[src/rtl/rcache_pkg.sv]
package rcache_pkg;
  localparam int NWAYS = 4;
  localparam int WAY_W = 2;

  typedef enum logic [1:0] {
    LVL_L1  = 2'd0,
    LVL_L2  = 2'd1,
    LVL_MEM = 2'd2
  } lvl_e;

  typedef enum logic [2:0] {
    ST_IDLE,
    ST_LOOK,
    ST_REFQ,
    ST_REFW,
    ST_RESP
  } st_e;

  // number of first-level ways for a select code
  function automatic logic [2:0] l1_width(input logic [1:0] sel);
    case (sel)
      2'd0:    return 3'd1;
      2'd1:    return 3'd2;
      default: return 3'd4;
    endcase
  endfunction
endpackage

[src/rtl/rcache_store.sv]
module rcache_store
  import rcache_pkg::*;
#(
  parameter int SETS   = 8,
  parameter int TAG_W  = 13,
  parameter int DATA_W = 32,
  parameter int IDX_W  = $clog2(SETS)
) (
  input  logic                             clk,
  input  logic                             rst_n,
  input  logic [IDX_W-1:0]                 rd_set,
  output logic [NWAYS-1:0]                 rd_vld,
  output logic [NWAYS-1:0][TAG_W-1:0]      rd_tag,
  output logic [NWAYS-1:0][DATA_W-1:0]     rd_data,
  input  logic                             wa_en,
  input  logic [WAY_W-1:0]                 wa_way,
  input  logic                             wa_vld,
  input  logic [TAG_W-1:0]                 wa_tag,
  input  logic [DATA_W-1:0]                wa_data,
  input  logic                             wb_en,
  input  logic [WAY_W-1:0]                 wb_way,
  input  logic                             wb_vld,
  input  logic [TAG_W-1:0]                 wb_tag,
  input  logic [DATA_W-1:0]                wb_data
);
  for (genvar w = 0; w < NWAYS; w++) begin : g_way
    logic [SETS-1:0]   vld_m;
    logic [TAG_W-1:0]  tag_m [SETS];
    logic [DATA_W-1:0] dat_m [SETS];
    logic              hit_a, hit_b;

    assign hit_a = wa_en && (wa_way == WAY_W'(w));
    assign hit_b = wb_en && (wb_way == WAY_W'(w));

    always_ff @(posedge clk or negedge rst_n) begin
      if (!rst_n) begin
        vld_m <= '0;
      end else if (hit_a) begin
        vld_m[rd_set] <= wa_vld;
      end else if (hit_b) begin
        vld_m[rd_set] <= wb_vld;
      end
    end

    always_ff @(posedge clk) begin
      if (hit_a) begin
        tag_m[rd_set] <= wa_tag;
        dat_m[rd_set] <= wa_data;
      end else if (hit_b) begin
        tag_m[rd_set] <= wb_tag;
        dat_m[rd_set] <= wb_data;
      end
    end

    assign rd_vld[w]  = vld_m[rd_set];
    assign rd_tag[w]  = tag_m[rd_set];
    assign rd_data[w] = dat_m[rd_set];
  end
endmodule

[src/rtl/rcache_lookup.sv]
module rcache_lookup
  import rcache_pkg::*;
#(
  parameter int TAG_W = 13
) (
  input  logic [NWAYS-1:0]            rd_vld,
  input  logic [NWAYS-1:0][TAG_W-1:0] rd_tag,
  input  logic [TAG_W-1:0]            tag_q,
  input  logic [2:0]                  l1_n,
  input  logic [WAY_W-1:0]            ptr,
  output logic                        l1_hit,
  output logic                        l2_hit,
  output logic [WAY_W-1:0]            hit_way,
  output logic [WAY_W-1:0]            victim,
  output logic [WAY_W-1:0]            l2_slot,
  output logic                        has_l2,
  output logic [2:0]                  l1_lat
);
  logic [NWAYS-1:0] in_l1, match;

  for (genvar w = 0; w < NWAYS; w++) begin : g_cmp
    assign in_l1[w] = (3'(w) < l1_n);
    assign match[w] = rd_vld[w] && (rd_tag[w] == tag_q);
  end

  assign l1_hit = |(match & in_l1);
  assign l2_hit = |(match & ~in_l1);
  assign has_l2 = (l1_n != 3'd4);
  assign victim = ptr & WAY_W'(l1_n - 3'd1);
  assign l1_lat = (l1_n == 3'd1) ? 3'd2 : (l1_n == 3'd2) ? 3'd3 : 3'd4;

  always_comb begin
    hit_way = '0;
    for (int w = NWAYS - 1; w >= 0; w--) begin
      if (match[w]) hit_way = WAY_W'(w);
    end
  end

  always_comb begin
    l2_slot = WAY_W'(NWAYS - 1);
    for (int w = NWAYS - 1; w >= 0; w--) begin
      if (!in_l1[w] && !rd_vld[w]) l2_slot = WAY_W'(w);
    end
  end
endmodule

[src/rtl/rcache_ctrl.sv]
module rcache_ctrl
  import rcache_pkg::*;
#(
  parameter int L2_LAT = 8,
  parameter int CNT_W  = $clog2(L2_LAT + 1)
) (
  input  logic       clk,
  input  logic       rst_n,
  input  logic       req_valid,
  input  logic       resp_ready,
  input  logic       refill_req_ready,
  input  logic       refill_rsp_valid,
  input  logic       l1_hit,
  input  logic       l2_hit,
  input  logic [2:0] l1_lat,
  output st_e        st,
  output logic       accept,
  output logic       l1_done,
  output logic       l2_done,
  output logic       fill_done
);
  logic [CNT_W-1:0] cnt;
  logic             look_end;

  assign accept    = (st == ST_IDLE) && req_valid;
  assign l1_done   = (st == ST_LOOK) && (cnt == CNT_W'(l1_lat)) && l1_hit;
  assign look_end  = (st == ST_LOOK) && (cnt == CNT_W'(L2_LAT));
  assign l2_done   = look_end && l2_hit;
  assign fill_done = (st == ST_REFW) && refill_rsp_valid;

  always_ff @(posedge clk or negedge rst_n) begin
    if (!rst_n) begin
      st  <= ST_IDLE;
      cnt <= '0;
    end else begin
      case (st)
        ST_IDLE: if (accept) begin
          st  <= ST_LOOK;
          cnt <= CNT_W'(1);
        end
        ST_LOOK: begin
          if (l1_done || l2_done) st <= ST_RESP;
          else if (look_end)      st <= ST_REFQ;
          else                    cnt <= cnt + 1'b1;
        end
        ST_REFQ: if (refill_req_ready) st <= ST_REFW;
        ST_REFW: if (fill_done)        st <= ST_RESP;
        ST_RESP: if (resp_ready)       st <= ST_IDLE;
        default: st <= ST_IDLE;
      endcase
    end
  end
endmodule

[src/rtl/rcache_top.sv]
module rcache_top
  import rcache_pkg::*;
#(
  parameter int SETS   = 8,
  parameter int ADDR_W = 16,
  parameter int DATA_W = 32,
  parameter int L2_LAT = 8
) (
  input  logic              clk,
  input  logic              rst_n,
  input  logic [1:0]        cfg_l1_sel,
  input  logic              req_valid,
  output logic              req_ready,
  input  logic [ADDR_W-1:0] req_addr,
  output logic              resp_valid,
  input  logic              resp_ready,
  output logic [DATA_W-1:0] resp_data,
  output logic [1:0]        resp_level,
  output logic              refill_req_valid,
  input  logic              refill_req_ready,
  output logic [ADDR_W-1:0] refill_addr,
  input  logic              refill_rsp_valid,
  output logic              refill_rsp_ready,
  input  logic [DATA_W-1:0] refill_rsp_data
);
  localparam int IDX_W = $clog2(SETS);
  localparam int TAG_W = ADDR_W - IDX_W;

  st_e                          st;
  logic                         accept, l1_done, l2_done, fill_done;
  logic [ADDR_W-1:0]            addr_q;
  logic [1:0]                   cfg_q;
  logic [IDX_W-1:0]             idx_q;
  logic [TAG_W-1:0]             tag_q;
  logic [2:0]                   l1_n, l1_lat;
  logic [WAY_W-1:0]             ptr_m [SETS];
  logic [NWAYS-1:0]             rd_vld;
  logic [NWAYS-1:0][TAG_W-1:0]  rd_tag;
  logic [NWAYS-1:0][DATA_W-1:0] rd_data;
  logic                         l1_hit, l2_hit, has_l2;
  logic [WAY_W-1:0]             hit_way, victim, l2_slot;
  logic                         wa_en, wb_en, wb_vld;
  logic [TAG_W-1:0]             wa_tag, wb_tag;
  logic [DATA_W-1:0]            wa_data, wb_data;
  logic [WAY_W-1:0]             wb_way;
  logic [DATA_W-1:0]            data_q;
  logic [1:0]                   lvl_q;

  assign idx_q = addr_q[IDX_W-1:0];
  assign tag_q = addr_q[ADDR_W-1:IDX_W];
  assign l1_n  = l1_width(cfg_q);

  rcache_ctrl #(.L2_LAT(L2_LAT)) u_ctrl (
    .clk, .rst_n, .req_valid, .resp_ready, .refill_req_ready, .refill_rsp_valid,
    .l1_hit, .l2_hit, .l1_lat, .st, .accept, .l1_done, .l2_done, .fill_done
  );

  rcache_lookup #(.TAG_W(TAG_W)) u_look (
    .rd_vld, .rd_tag, .tag_q, .l1_n, .ptr(ptr_m[idx_q]),
    .l1_hit, .l2_hit, .hit_way, .victim, .l2_slot, .has_l2, .l1_lat
  );

  // writes: port A always targets the first-level victim, port B the second level
  assign wa_en   = l2_done || fill_done;
  assign wa_tag  = tag_q;
  assign wa_data = l2_done ? rd_data[hit_way] : refill_rsp_data;
  assign wb_en   = l2_done || (fill_done && has_l2 && rd_vld[victim]);
  assign wb_way  = l2_done ? hit_way : l2_slot;
  assign wb_vld  = rd_vld[victim];
  assign wb_tag  = rd_tag[victim];
  assign wb_data = rd_data[victim];

  rcache_store #(.SETS(SETS), .TAG_W(TAG_W), .DATA_W(DATA_W)) u_store (
    .clk, .rst_n, .rd_set(idx_q), .rd_vld, .rd_tag, .rd_data,
    .wa_en, .wa_way(victim), .wa_vld(1'b1), .wa_tag, .wa_data,
    .wb_en, .wb_way, .wb_vld, .wb_tag, .wb_data
  );

  always_ff @(posedge clk or negedge rst_n) begin
    if (!rst_n) begin
      addr_q <= '0;
      cfg_q  <= '0;
      data_q <= '0;
      lvl_q  <= LVL_L1;
      for (int s = 0; s < SETS; s++) ptr_m[s] <= '0;
    end else begin
      if (st == ST_IDLE) cfg_q <= cfg_l1_sel;
      if (accept) addr_q <= req_addr;
      if (l1_done) begin
        data_q <= rd_data[hit_way];
        lvl_q  <= LVL_L1;
      end else if (l2_done) begin
        data_q <= rd_data[hit_way];
        lvl_q  <= LVL_L2;
      end else if (fill_done) begin
        data_q <= refill_rsp_data;
        lvl_q  <= LVL_MEM;
      end
      if (wa_en) ptr_m[idx_q] <= ptr_m[idx_q] + 1'b1;
    end
  end

  assign req_ready        = (st == ST_IDLE);
  assign resp_valid       = (st == ST_RESP);
  assign resp_data        = data_q;
  assign resp_level       = lvl_q;
  assign refill_req_valid = (st == ST_REFQ);
  assign refill_addr      = addr_q;
  assign refill_rsp_ready = (st == ST_REFW);
endmodule

[config.mk]
export PLATFORM = sky130hd
export DESIGN_NAME = rcache_top
export DESIGN_NICKNAME = d
export VERILOG_FILES = /design/src/rtl/rcache_pkg.sv /design/src/rtl/rcache_store.sv /design/src/rtl/rcache_lookup.sv /design/src/rtl/rcache_ctrl.sv /design/src/rtl/rcache_top.sv
export SDC_FILE = /design/constraint.sdc
export NUM_CORES = 2
export LEC_CHECK = 0
export BUFFER_PORTS_ARGS = -buffer_cell sky130_fd_sc_hd__buf_2
export CAP_MARGIN = 10
export CORE_MARGIN = 10
export CORE_UTILIZATION = 30
export CTS_CLUSTER_DIAMETER = 50
export DETAILED_ROUTE_END_ITERATION = 10
export SLEW_MARGIN = 15
export SYNTH_ARGS = -nofsm -noshare
export SYNTH_HDL_FRONTEND = slang
export SYNTH_SLANG_ARGS = --single-unit
export TNS_END_PERCENT = 5
[constraint.sdc]
create_clock -name clk -period 15.7 [get_ports clk]
set_input_delay 3.14 -clock clk [delete_from_list [all_inputs] [get_ports clk]]
set_output_delay 3.14 -clock clk [all_outputs]
set_load 0.02 [all_outputs]
Word level (Yosys, flattened, before mapping)
Memory sizes are Yosys's and may differ from the RTL's.
Cells that the tools add are included.
Widths: inputs -> output; s select.
- add/sub/neg operators: 3
- $lt $le $gt $ge: 10
- equal/unequal tests: 27
- mux-type cells: 93
- bitwise logic cells: 17
- reductions and logical operators: 48
- operator list (cell ; number):
    $mux 32 ; 10
    $bmux 32 s2 ; 2
    $mux 13 ; 5
    $mux 8 ; 8
    $eq 13x13->1 ; 4
    $bwmux 8 ; 4
    $or 8x8->8 ; 4
    $mux 1 ; 27
    $bmux 13 s2 ; 1
    $mux 2 ; 13
    $logic_and 1x1->1 ; 25
    $mux 3 ; 8
    $bwmux 16 ; 1
    $pmux 3 s5 ; 1
    $bmux 1 s3 ; 4
    $mux 4 ; 3
    $reduce_bool 2->1 ; 5
    $eq 3x2->1 const B ; 3
    $and 4x4->4 ; 2
    $eq 2x2->1 const B ; 4
    $ne 2x1->1 const B ; 4
    $or 1x1->1 ; 8
    $pmux 4 s2 ; 1
    $reduce_or 4->1 ; 2
    other kinds (33) ; 49
- flip-flop bits (word level): 107
- memory bits (writable): 1440
- input bits: 56
- output and inout port bits: 54
- word-level logic and storage cells: 224
- memories: 8
- memory list (memory ; words ; bits a word ; read ports ; clocked after memory_dff ; wr ports ; line ; text):
    u_store.g_way[0].dat_m ; 8 ; 32 ; 1 ; 0 ; 1 ; rcache_store.sv:29 ; logic [DATA_W-1:0] dat_m [SETS];
    u_store.g_way[1].dat_m ; 8 ; 32 ; 1 ; 0 ; 1 ; rcache_store.sv:29 ;
    u_store.g_way[2].dat_m ; 8 ; 32 ; 1 ; 0 ; 1 ; rcache_store.sv:29 ;
    u_store.g_way[3].dat_m ; 8 ; 32 ; 1 ; 0 ; 1 ; rcache_store.sv:29 ;
    u_store.g_way[0].tag_m ; 8 ; 13 ; 1 ; 0 ; 1 ; rcache_store.sv:28 ; logic [TAG_W-1:0] tag_m [SETS];
    u_store.g_way[1].tag_m ; 8 ; 13 ; 1 ; 0 ; 1 ; rcache_store.sv:28 ;
    2 more memories ; -- ; -- ; -- ; -- ; -- ; -- ;

Logic depth before layout (Yosys ltp)
- depth after elaboration: 15
- mapped depth: 18
- depth with buffers taken out: 10

Hierarchy
A second synthesis with hierarchy kept.
- cell total of the unflattened synthesis: 3718
- area, all modules: 64814.7 um^2
- modules (own cells, without submodules) (module ; instances ; cells each ; area each (um^2)):
    rcache_store ; 1 ; 3140 ; 57895.5
    rcache_top ; 1 ; 402 ; 5302.6
    rcache_lookup ; 1 ; 122 ; 1119.8
    rcache_ctrl ; 1 ; 54 ; 496.7

Least setup slack after synthesis
No wires, ideal clock.
- path type: input to register
- start: input refill_rsp_valid
- end: memory u_store.g_way[0].dat_m[0][0] (enable)
- arrival: 5.866 ns
- slack: 9.386 ns
- stages: 6
- path buffers: 2
- path through: nand2_1 nand2_1 buf_4 buf_2 nand2_1 nor2_1
- word-level cells in the longest chain between the ends: 9
- RTL lines (element ; line ; text):
    start, declared ; rcache_top.sv:22 ; input logic refill_rsp_valid,
    $logic_and 1x1->1 * ; rcache_ctrl.sv:29 ; assign fill_done = (st == ST_REFW) && refill_rsp_valid;
    $logic_and 1x1->1 (2 in series) ; rcache_top.sv:67 ; assign wb_en = l2_done || (fill_done && has_l2 && rd_vld[victim]);
    $logic_or 1x1->1 ; rcache_top.sv:67 ;
    $logic_and 1x1->1 ; rcache_store.sv:33 ; assign hit_b = wb_en && (wb_way == WAY_W'(w));
    $mux 1 ; rcache_store.sv:49 ; end else if (hit_b) begin
    $mux 1 ; rcache_store.sv:46 ; if (hit_a) begin
    $mux 1 (implied by the code) ; rcache_store.sv:51 ; dat_m[rd_set] <= wb_data;
    $or 1x1->1 (no line) * ; -- ;
    end, declared ; rcache_store.sv:29 ;
Mark *: on every way between the ends. The rest lies on a longest branch, timed or not.

Final worst setup path
- start: register addr_q[2] (netlist: refill_addr[2])
- end: memory u_store.g_way[2].dat_m[2][12], data pin
- word-level cells in the longest chain between the ends: 14
- RTL lines (element ; line ; text):
    start, declared ; rcache_top.sv:31 ; logic [ADDR_W-1:0] addr_q;
    start signal, assigned ; rcache_top.sv:88 ; if (accept) addr_q <= req_addr;
    $mem_v2 8x13 (tied with other cells) ; -- ;
    $eq 13x13->1 (tied with other cells) ; rcache_lookup.sv:23 ; assign match[w] = rd_vld[w] && (rd_tag[w] == tag_q);
    $logic_and 1x1->1 (tied with other cells) ; rcache_lookup.sv:23 ;
    $mux 2 (tied with other cells) (4 in series) ; rcache_lookup.sv:35 ; if (match[w]) hit_way = WAY_W'(w);
    $mux 2 / $logic_and 1x1->1 (equally long branches) ; rcache_top.sv:68, rcache_top.sv:67 ;
    $eq 2x2->1 / $logic_or 1x1->1 (equally long branches) ; rcache_store.sv:33, rcache_top.sv:67 ;
    $logic_and 1x1->1 ; rcache_store.sv:33 ;
    $mux 1 ; rcache_store.sv:49 ;
    $mux 1 ; rcache_store.sv:46 ;
    $mux 1 (implied by the code) ; rcache_store.sv:51 ;
    $mux 32 (no line) * ; -- ;
    end, declared ; rcache_store.sv:29 ;
Mark *: on every way between the ends. The rest lies on a longest branch, timed or not. The select of a mux whose other input is x is not followed.

==> flow_summary.toml <==
[run_status]
status = "finished, final reports clean"

[power]
leakage_uw = 0.0231
vdd_drop_max_mv = 0.119
p_per_area_nw_per_um2 = 183

[yosys]
synthArstFlopShare = 0.0692
synth_most_common_cell = "edfxtp_1"
synth_edf_count = 1440
synthTopCellsByArea = "edfxtp_1 68%, dfrtp_1 4.2%, mux2i_1 3.9%"
yosys.area.top_type = "edfxtp_1"
netlist-cell-type-count = 86
syn_nets = 4141
syn-cell-area_sq_um = 64100
syn_inst = 4082
synth_common_cells = "1440 x edfxtp_1, 318 x a22oi_1, 256 x nand2_1, 249 x mux2i_1, 158 x clkbuf_1"
synth_top_area_frac = 0.675
synth-seq-area-share = 0.717
yosys_warnings = 0
ys_ff_latch = 1547
synth.avg_cell_area_sq_um = 15.7
ys.flop_type = "edfxtp_1"

[worst_setup_path]
r2r-start = "refill_addr[2]"
worst_r2r_path_depth = 13
crit_type = "reg -> reg"
cp_data_arrival_time_ns = 8.59
critPathLaunchType = "flip-flop"
cp-end-kind = "flip-flop"
startpoint = "refill_addr[2]"
r2r-end = "u_store.g_way[2].dat_m[2][12]"
cp_max_fo = 64
reg2reg_slack_ns = 7.55
endpoint = "u_store.g_way[2].dat_m[2][12]"
cp_data_required_time_ns = 16.14

[floorplan]
row_count = 169
ios = 110
dieArea_sq_um = 232000
core_region_area_sq_um = 212000
die_x_microns = 482
initial_core_util = 0.302
die_y_microns = 482

[clock_tree]
clk_pin_slew_worst_paths_ns = 0.06
cts_buffers = 154
clkLatencyLatePin_ns = 0.83
cts-root-buf = "clkbuf_16"
clock-sinks = 1547
postCtsSetupRepairBufs = 0
htreeDepth = 4
cts_tree = "done"
postCtsResizedCells = 0
ctsHoldBuffers = 0
clockBufferDepth = 3

[drt]
dr.pass1.iters = 8
routed_wl_mm = 210
ant_nets = 0
drt-initial-drc-count = 4952
vias_per_cell = 5.64
wl_per_cell_microns = 29.4
drc = 0
vias = 40200

[grt]
grt_most_used_layer = "met2"
met3_usage = 0.0377
grt.total_usage = 0.174
grt_pass1_vias = 39000
grt_max_degree = 108
grtUsageMet2 = 0.273
antenna_found_initial = 2
grt_overflow = 0
use_met1 = 0.232
grt_pass1_wl_mm = 296

[final_layout]
final_core_util = 0.344
stdcell_count = 7131
fin_nets = 4242
n_antenna_cell = 0
drive_gt1_frac = 0.175
syn2layout_area_growth_pct = 13.9

[placed_design]
place_congestion = 0.865
dp_hpwl_mm = 125
post-place-ws_ns = 7.76
portBuffers = 109
dp_cells = 6848

[timing]
finalHoldViolations = 0
max_freq_ghz = 0.123
fin_skew_ns = 0.0502
period_minus_slack_ns = 8.15
drv_slew = 0
slew_headroom = 0.104
worstMarginPinSlew_ns = 1.33
setup_viol = 0
final.period_utilization = 0.519
grt_setup_unrepaired = "false"
tns_ns = 0
fin_ws_ns = 7.55

[flow_run]
drv_cap = 0

[hold_path]
holdCritPathClass = "reg -> reg"
[area by class of cell]
cell class | count | area, sq um
clock buffers | 201 | 4160
clock inverters | 82 | 737
fillers | 20300 | 139000
repair buffers | 234 | 1540
flip-flops and latches | 1547 | 45900
multi-input cells | 2182 | 16800
well taps | 2821 | 3530
inverters | 64 | 245
[metal layers]
layer / up-vias / routed length, microns
met5: - / 0
met1: 20700 / 83400
met2: 2472 / 95500
met3: 494 / 20800
met4: 0 / 10300
li1: 16600 / -
[cells by family (layout without fill, tap and decap cells)]
logic type / after synthesis / count (layout) / share of synthesized area
DFF: 1547 / 1547 / 0.717
AOI/OAI and AO/OA: 942 / 942 / 0.109
and+or+nand+nor: 724 / 724 / 0.0555
muxes: 472 / 472 / 0.0876
buffers and inverters: 353 / 581 / 0.0249
xor gates and xnor gates: 41 / 41 / 0.00561
adders and majority gates: 3 / 3 / 0.000586
[critical path, cell delays in order (launching register included)]
cell and delay (ns):
dfrtp_4 0.87, buf_4 0.83, mux4_2 0.42, mux2i_1 0.60
xor2_1 0.27, o2111ai_1 0.19, nor4_2 0.85, nand2_1 0.13
buf_4 0.38, or3_1 0.48, o21ai_4 0.28, a21boi_4 0.57
buf_4 0.72, mux2i_1 1.01
[metrics by stage]
| stage | instance area, sq um | total power [uW] | hold WS [ns] |
|---|---|---|---|
| detailed placement | 68000 | 9720 | 0.489 |
| finish | 72900 | 13400 | 0.496 |
| global route | 72900 | 13700 | 0.506 |
| CTS | 72900 | 13300 | 0.502 |
| floorplan | 64100 | 7620 | 0.474 |
| global placement | 68000 | 9710 | 0.478 |
[where the power goes]
group | total, uW | leakage (uW) | internal (uW) | switching (uW)
registers | 4910 | 0.0142 | 4760 | 153
clock network | 3620 | 0.00237 | 2000 | 1610
logic | 4830 | 0.00654 | 1380 | 3450
total | 13400 | 0.0231 | 8140 | 5210
[cell usage in the layout (no fill, tap or decap), types with 22 or more instances in the layout]
cell	count
a211oi_1	78
a21oi_1	69
a221oi_1	99
a22o_1	53
a22oi_1	318
a31oi_1	92
and2_1	37
and3_1	48
and4_1	26
buf_2	108
buf_4	121
clkbuf_1	40
clkbuf_16	159
clkinv_1	33
dfrtp_1	104
edfxtp_1	1440
inv_1	38
mux2_2	151
mux2i_1	249
mux4_2	54
nand2_1	254
nand3_1	27
nand4_1	24
nor2_1	135
nor3_1	79
o21ai_0	77
o22ai_1	36
xnor2_1	22
[worst min path at each step]
stage	from	to	slack, ns	cells past startpoint
after detailed placement	resp_level[1]	resp_level[1]	0.49	1
after global placement	resp_level[1]	resp_level[1]	0.48	1
after global routing	resp_level[1]	resp_level[1]	0.51	1
final	resp_level[1]	resp_level[1]	0.50	1
after CTS	resp_level[1]	resp_level[1]	0.50	1
after floorplan	ptr_m[3]	ptr_m[3]	0.47	1
[flip-flops by register name (all words and copies together) (netlist names)]
register,count
ptr_m,16
u_store.g_way.vld_m,32
cfg_q,2
u_ctrl.cnt,4
refill_addr,16
u_store.g_way.dat_m,1024
u_ctrl.st,3
u_store.g_way.tag_m,416
resp_data,32
resp_level,2
(Power assumes the default switching activity.)
